===== config.mk =====
export PLATFORM = sky130hd
export DESIGN_NAME = ds3_frm_mon
export DESIGN_NICKNAME = d
export VERILOG_FILES = /design/src/rtl/ds3m_pkg.sv /design/src/rtl/ds3m_oof.sv /design/src/rtl/ds3m_errcnt.sv /design/src/rtl/ds3m_regs.sv /design/src/rtl/ds3_frm_mon.sv
export SDC_FILE = /design/constraint.sdc
export NUM_CORES = 1
export LEC_CHECK = 0
export BUFFER_PORTS_ARGS = -buffer_cell sky130_fd_sc_hd__buf_2
export CORE_AREA = 2 2 61 91
export DETAILED_ROUTE_END_ITERATION = 16
export DIE_AREA = 0 0 63 93
export GPL_ROUTABILITY_DRIVEN = 0
export PLACE_DENSITY = 0.63
export SYNTH_ARGS = -nofsm -noshare
export SYNTH_HDL_FRONTEND = slang
export SYNTH_SLANG_ARGS = --single-unit

===== constraint.sdc =====
create_clock -name clk -period 3.22 [get_ports clk]
set_clock_uncertainty 0.2 [all_clocks]
set_input_delay 0.483 -clock clk [delete_from_list [all_inputs] [get_ports clk]]
set_output_delay 0.483 -clock clk [all_outputs]
set_load 0.02 [all_outputs]

===== src/rtl/ds3m_pkg.sv =====
package ds3m_pkg;
  localparam int DATA_W = 8;
  localparam int ADDR_W = 8;
  localparam int CFG_W  = 4;

  localparam logic [ADDR_W-1:0] A_CTRL   = 8'h01;
  localparam logic [ADDR_W-1:0] A_STAT   = 8'h10;
  localparam logic [ADDR_W-1:0] A_IEN    = 8'h11;
  localparam logic [ADDR_W-1:0] A_ISTAT  = 8'h12;
  localparam logic [ADDR_W-1:0] A_ERR_HI = 8'h52;
  localparam logic [ADDR_W-1:0] A_ERR_LO = 8'h53;

  typedef struct packed {
    logic ais;
    logic los;
    logic idle;
  } line_stat_t;
endpackage


===== src/rtl/ds3m_oof.sv =====
module ds3m_oof (
  input  logic clk,
  input  logic rst,
  input  logic force_i,
  input  logic lost_i,
  input  logic regain_i,
  input  logic flag_clr_i,
  input  logic irq_en_i,
  output logic oof_o,
  output logic flag_o,
  output logic irq_o
);
  logic oof_q, oof_d;
  logic flag_q;
  logic irq_q;

  always_comb begin
    oof_d = oof_q;
    if (force_i || lost_i)
      oof_d = 1'b1;
    else if (regain_i)
      oof_d = 1'b0;
  end

  always_ff @(posedge clk) begin
    if (rst) begin
      oof_q  <= 1'b1;
      flag_q <= 1'b0;
      irq_q  <= 1'b0;
    end else begin
      oof_q <= oof_d;
      if (oof_d != oof_q)
        flag_q <= 1'b1;
      else if (flag_clr_i)
        flag_q <= 1'b0;
      irq_q <= flag_q & irq_en_i;
    end
  end

  assign oof_o  = oof_q;
  assign flag_o = flag_q;
  assign irq_o  = irq_q;
endmodule


===== src/rtl/ds3m_errcnt.sv =====
module ds3m_errcnt #(
  parameter int CNT_W = 16
) (
  input  logic             clk,
  input  logic             rst,
  input  logic             fbit_i,
  input  logic             mbit_i,
  input  logic             take_i,
  input  logic             drop_i,
  output logic [CNT_W-1:0] live_o,
  output logic [CNT_W-1:0] hold_o
);
  localparam logic [CNT_W:0] MAX_W = {1'b0, {CNT_W{1'b1}}};

  logic [CNT_W-1:0] live_q, hold_q, base;
  logic [1:0]       inc;
  logic [CNT_W:0]   sum;

  always_comb begin
    inc  = {1'b0, fbit_i} + {1'b0, mbit_i};
    base = take_i ? '0 : live_q;
    sum  = {1'b0, base} + {{(CNT_W-1){1'b0}}, inc};
  end

  always_ff @(posedge clk) begin
    if (rst) begin
      live_q <= '0;
      hold_q <= '0;
    end else begin
      live_q <= (sum > MAX_W) ? {CNT_W{1'b1}} : sum[CNT_W-1:0];
      if (take_i)
        hold_q <= live_q;
      else if (drop_i)
        hold_q <= '0;
    end
  end

  assign live_o = live_q;
  assign hold_o = hold_q;
endmodule


===== src/rtl/ds3m_regs.sv =====
module ds3m_regs
  import ds3m_pkg::*;
#(
  parameter int CNT_W = 2 * DATA_W
) (
  input  logic              clk,
  input  logic              rst,
  input  logic              wr_en_i,
  input  logic              rd_en_i,
  input  logic [ADDR_W-1:0] addr_i,
  input  logic [DATA_W-1:0] wr_data_i,
  output logic [DATA_W-1:0] rd_data_o,
  input  line_stat_t        line_i,
  input  logic              oof_i,
  input  logic              flag_i,
  input  logic [CNT_W-1:0]  live_i,
  input  logic [CNT_W-1:0]  hold_i,
  output logic              force_o,
  output logic              reframe_o,
  output logic [CFG_W-1:0]  cfg_o,
  output logic              irq_en_o,
  output logic              flag_clr_o,
  output logic              take_o,
  output logic              drop_o
);
  logic [CFG_W-1:0]  cfg_q;
  logic              ien_q;
  logic              refr_q;
  logic [DATA_W-1:0] rd_q, rd_mux;

  assign force_o    = wr_en_i && (addr_i == A_CTRL) && wr_data_i[0];
  assign flag_clr_o = rd_en_i && (addr_i == A_ISTAT);
  assign take_o     = rd_en_i && (addr_i == A_ERR_HI);
  assign drop_o     = rd_en_i && (addr_i == A_ERR_LO);

  always_comb begin
    unique case (addr_i)
      A_CTRL:   rd_mux = {{(DATA_W-1){1'b0}}, refr_q};
      A_STAT:   rd_mux = {line_i.ais, line_i.los, line_i.idle, oof_i, cfg_q};
      A_IEN:    rd_mux = {{(DATA_W-1){1'b0}}, ien_q};
      A_ISTAT:  rd_mux = {{(DATA_W-1){1'b0}}, flag_i};
      A_ERR_HI: rd_mux = live_i[CNT_W-1 -: DATA_W];
      A_ERR_LO: rd_mux = hold_i[DATA_W-1:0];
      default:  rd_mux = '0;
    endcase
  end

  always_ff @(posedge clk) begin
    if (rst) begin
      cfg_q  <= '0;
      ien_q  <= 1'b0;
      refr_q <= 1'b0;
      rd_q   <= '0;
    end else begin
      refr_q <= force_o;
      if (wr_en_i && addr_i == A_STAT)
        cfg_q <= wr_data_i[CFG_W-1:0];
      if (wr_en_i && addr_i == A_IEN)
        ien_q <= wr_data_i[0];
      if (rd_en_i)
        rd_q <= rd_mux;
    end
  end

  assign rd_data_o = rd_q;
  assign reframe_o = refr_q;
  assign cfg_o     = cfg_q;
  assign irq_en_o  = ien_q;
endmodule


===== src/rtl/ds3_frm_mon.sv =====
module ds3_frm_mon
  import ds3m_pkg::*;
(
  input  logic              clk,
  input  logic              rst,
  input  logic              wr_en_i,
  input  logic              rd_en_i,
  input  logic [ADDR_W-1:0] addr_i,
  input  logic [DATA_W-1:0] wr_data_i,
  output logic [DATA_W-1:0] rd_data_o,
  input  logic              lost_i,
  input  logic              regain_i,
  input  logic              fbit_err_i,
  input  logic              mbit_err_i,
  input  logic              ais_i,
  input  logic              los_i,
  input  logic              idle_i,
  output logic              oof_o,
  output logic              reframe_o,
  output logic [CFG_W-1:0]  cfg_o,
  output logic              irq_o
);
  localparam int CNT_W = 2 * DATA_W;

  logic             force_s, flag_s, ien_s, flag_clr_s, take_s, drop_s;
  logic [CNT_W-1:0] live_s, hold_s;
  line_stat_t       line_s;

  assign line_s = '{ais: ais_i, los: los_i, idle: idle_i};

  ds3m_regs #(.CNT_W(CNT_W)) u_regs (
    .clk(clk), .rst(rst),
    .wr_en_i(wr_en_i), .rd_en_i(rd_en_i), .addr_i(addr_i),
    .wr_data_i(wr_data_i), .rd_data_o(rd_data_o),
    .line_i(line_s), .oof_i(oof_o), .flag_i(flag_s),
    .live_i(live_s), .hold_i(hold_s),
    .force_o(force_s), .reframe_o(reframe_o), .cfg_o(cfg_o),
    .irq_en_o(ien_s), .flag_clr_o(flag_clr_s),
    .take_o(take_s), .drop_o(drop_s)
  );

  ds3m_oof u_oof (
    .clk(clk), .rst(rst),
    .force_i(force_s), .lost_i(lost_i), .regain_i(regain_i),
    .flag_clr_i(flag_clr_s), .irq_en_i(ien_s),
    .oof_o(oof_o), .flag_o(flag_s), .irq_o(irq_o)
  );

  ds3m_errcnt #(.CNT_W(CNT_W)) u_cnt (
    .clk(clk), .rst(rst),
    .fbit_i(fbit_err_i), .mbit_i(mbit_err_i),
    .take_i(take_s), .drop_i(drop_s),
    .live_o(live_s), .hold_o(hold_s)
  );
endmodule


==> impl_results.md <==
* Outcome: finished clean
* Net count after synthesis at 244
* First-pass GRT wire length at 8870 µm
* Overall Power at 956 µW
* Critical R2R Launch: u_cnt.live_o[0]
* Min cycle time layout at 2.67 ns
* Critical Path Fanout Max at 11
* Post-route ant nets at 0
* Most Crowded Layer GR: met2
* Cells after synthesis at 215
* Worst path required time at 3.18 ns
* Worst reg2reg setup slack at 1.15 ns
* Setup slack after layout at 0.551 ns
* Initial antenna violation count at 0
* MaxCap Viol Count at 0
* Clock transition at path regs at 0.08 ns
* Fill count at 541
* Post-synth design cell area at 1960 µm²
* Setup TNS at 0 ns
* Gate power share at 8.2%
* Static leakage at 0.000883 µW
* Initial DRC Count at 25
* Top FF cell, synth: dfxtp_1
* Worst setup EP type: flop
* Clk pwr share at 36.9%
* Post-Route WL at 4940 µm
* Critical Path Start: addr_i[7]
* Setup violations, final at 0
* Core box area at 5080 µm²
* Die Ht at 93 µm
* CP Cell Sequence: buf_2 > nor4bb_4 > nand3_1 > and2_1 > fa_1 > ha_1 > and3_1 > nand2_1 > a21oi_1
* WS Path Type: input pin to flop
* Worst skew pair latency at 0.29 ns
* HP Class: input pin to flop
* Num CTS Buffers at 5
* YS warnings at 0
* Met1 Use GR at 22.3%
* DR WL/cell at 15.4 µm
* Asr flop ratio synth at 0%
* Std cell rows at 32
* Post-synth EDFFs at 0
* CTS tree: done
* Top delay family on crit path: simple AND/OR/NAND/NOR gates
* Int Pwr at 717 µW
* Final Hold Vio Count at 0
* Switching share of power at 25.0%
* Max clock buf depth at 2
* Max H-tree Level at 2
* Period Utilization, post-route at 82.9%
* CP max stage cell: fa_1
* WP data arrival at 2.63 ns
* Port Buffers at 37
* Antenna Cells at 0
* Io pins at 42
* Total gr overflow at 0
* Number of global-route vias before repair at 1847
* Worst reg2reg path endpoint: u_cnt.live_o[11]
* FMAX at 375 MHz
* Slew Limit Fails at 0
* Sequential-to-total area share from yosys stat at 41.8%
* Pre-CTS WS at 0.278 ns
* Netlist cell types at 42
* Root buffer cell: clkbuf_8
* Avg Cell Area, Syn at 9.13 µm²
* Hold buffers post-CTS at 0
* Critical path buffer and inverter count at 1
* Nets at 281
* Pwr Density at 417 nW/µm²
* Drc violations at 0
* Pre-antenna DRT Iters at 5
* Worst Max-Slew Pin Slew at 0.538 ns
* Vias/cell at 5.64
* CP Launch Type: input pin
* Delay of the slowest cell on the worst path at 0.40 ns
* WP depth at 9
* Sequential power share at 54.8%
* Layout Cells excl Fill at 320
* Max VDD drop at 284 µV
* Starting Density at 38.6%
* Placed cell count at 313
* Psw at 239 µW
* Resized Gates After CTS at 0
* CTS Sinks at 41
* Pin count of the biggest net entering global routing at 25
* All-Layer GR Usage at 19.0%
* Post-CTS Setup Inserts at 0
* Met2 usage at 33.9%
* #FFs+latches synth at 41
* RSZ-0062 raised after global routing: no
* Fraction of layout cells with a size suffix above 1 at 21.8%
* Die X at 63 µm
* CP Capture Point: u_cnt.live_o[11]
* Worst R2R Path Depth at 6
* Syn-to-layout area delta at 17.0%
* Slew Limit Headroom at 64.0%
* DP Wirelength at 3710 µm
* Via count at 1804
* Met3 Use GR at 3.01%
* Die area at 5860 µm²
==> flip-flops by register name (all words and copies together), names as in the netlist <==
name and count:
u_cnt.hold_o 8, u_cnt.live_o 16, u_oof.flag_o 1, u_oof.irq_o 1, u_oof.oof_o 1, u_regs.cfg_o 4, u_regs.irq_en_o 1, u_regs.rd_data_o 8
u_regs.reframe_o 1
==> placed cells by master (no fill, tap or decap), types with 2 or more instances in the layout <==
master / synthesis / layout
inv_1: 5 / 5
a22oi_1: 8 / 8
dfxtp_1: 41 / 41
xnor2_1: 4 / 4
nand4b_1: 2 / 2
a211oi_1: 2 / 2
nor4b_2: 2 / 2
buf_4: 0 / 4
xor2_1: 6 / 6
clkbuf_8: 0 / 6
nand2b_1: 2 / 2
a311oi_1: 2 / 2
and2_1: 9 / 9
mux2i_1: 2 / 2
nor4b_1: 2 / 2
nor2_1: 18 / 18
nand4_1: 9 / 9
or2_0: 2 / 2
a221o_1: 7 / 7
a41oi_1: 2 / 2
nand2_1: 15 / 15
nor3_1: 3 / 3
and3_1: 5 / 5
a22o_1: 8 / 8
nand3_1: 11 / 11
buf_2: 7 / 37
a21oi_1: 20 / 20
and4_1: 3 / 3
==> stage by stage <==
stage                     hold WS [ns]  utilization, %  instance area (µm²)
final                            0.218            45.1                 2290
after global routing             0.216            45.1                 2290
after CTS                        0.208            45.1                 2290
after detailed placement         0.259            43.4                 2200
after global placement           0.257            43.4                 2200
after floorplan                  0.222               -                 1960
==> power groups by stage <==
stage	Sequential, µW	Combinational, µW	Clock (µW)
final	524	78.8	353
after global routing	526	90.2	379
after CTS	524	79.5	358
after detailed placement	536	79.2	0
after global placement	537	77.4	0
after floorplan	532	42.8	0
==> Yosys cell counts (2+ instances only) <==
| cell | number | share of area [%] |
|---|---|---|
| a211oi_1 | 2 | 0.77 |
| a21oi_1 | 20 | 5.1 |
| a221o_1 | 7 | 3.6 |
| a22o_1 | 8 | 3.6 |
| a22oi_1 | 8 | 3.1 |
| a311oi_1 | 2 | 0.89 |
| a41oi_1 | 2 | 0.89 |
| and2_1 | 9 | 2.9 |
| and3_1 | 5 | 1.6 |
| and4_1 | 3 | 1.3 |
| buf_2 | 7 | 1.8 |
| clkbuf_1 | 3 | 0.57 |
| dfxtp_1 | 41 | 42 |
| inv_1 | 5 | 0.96 |
| mux2i_1 | 2 | 1.0 |
| nand2_1 | 15 | 2.9 |
| nand2b_1 | 2 | 0.64 |
| nand3_1 | 11 | 2.8 |
| nand4_1 | 9 | 2.9 |
| nand4b_1 | 2 | 0.89 |
| nor2_1 | 18 | 3.4 |
| nor3_1 | 3 | 0.77 |
| nor4b_1 | 2 | 0.89 |
| nor4b_2 | 2 | 1.5 |
| or2_0 | 2 | 0.64 |
| xnor2_1 | 4 | 1.8 |
| xor2_1 | 6 | 2.7 |
==> kinds of logic (layout without fill, tap and decap cells) <==
| logic type | after synthesis | count (layout) | share of synthesized area, % |
|---|---|---|---|
| buffers and inverters | 16 | 53 | 3.89 |
| flip-flops | 41 | 41 | 41.8 |
| adder cells (fa/ha/maj) | 2 | 2 | 1.66 |
| XOR/XNOR | 10 | 10 | 4.46 |
| AO/OA/AOI/OAI | 55 | 55 | 20.2 |
| AND/OR/NAND/NOR | 88 | 88 | 26.3 |
| multiplexers | 3 | 3 | 1.59 |
==> cell type report <==
cell class                 count  area (µm²)  area share, %
multi-input combinational    158        1060           46.4
sequential                    41         821           35.8
timing repair buffer          41         215           9.38
tap                           68        85.1           3.71
clock buffer                   6        82.6           3.60
inverter                       5        18.8          0.818
clock inverter                 1        7.51          0.327
==> tightest hold or removal path: cells and delay by family <==
family | cells | cell delay [ns]
AO/OA/AOI/OAI | 1 | 0.06
buffers and inverters | 1 | 0.07
AND/OR/NAND/NOR | 1 | 0.06
==> how the worst min path moves through the flow <==
stage / from / endpoint / slack (ns) / depth (start not counted)
global route: lost_i / u_oof.oof_o / 0.22 / 3
detailed placement: u_regs.cfg_o[0] / u_regs.cfg_o[0] / 0.26 / 2
finish: lost_i / u_oof.oof_o / 0.22 / 3
floorplan: u_oof.flag_o / u_oof.irq_o / 0.22 / 2
global placement: u_regs.irq_en_o / u_oof.irq_o / 0.26 / 2
CTS: lost_i / u_oof.oof_o / 0.21 / 3
==> layer usage <==
layer  vias up  routed length [µm]
met5         -                   0
met4         0                  82
met3         6                 189
met2        45                2670
met1       877                1990
li1        876                   -
Note: power is estimated with default switching activity, not from simulation.
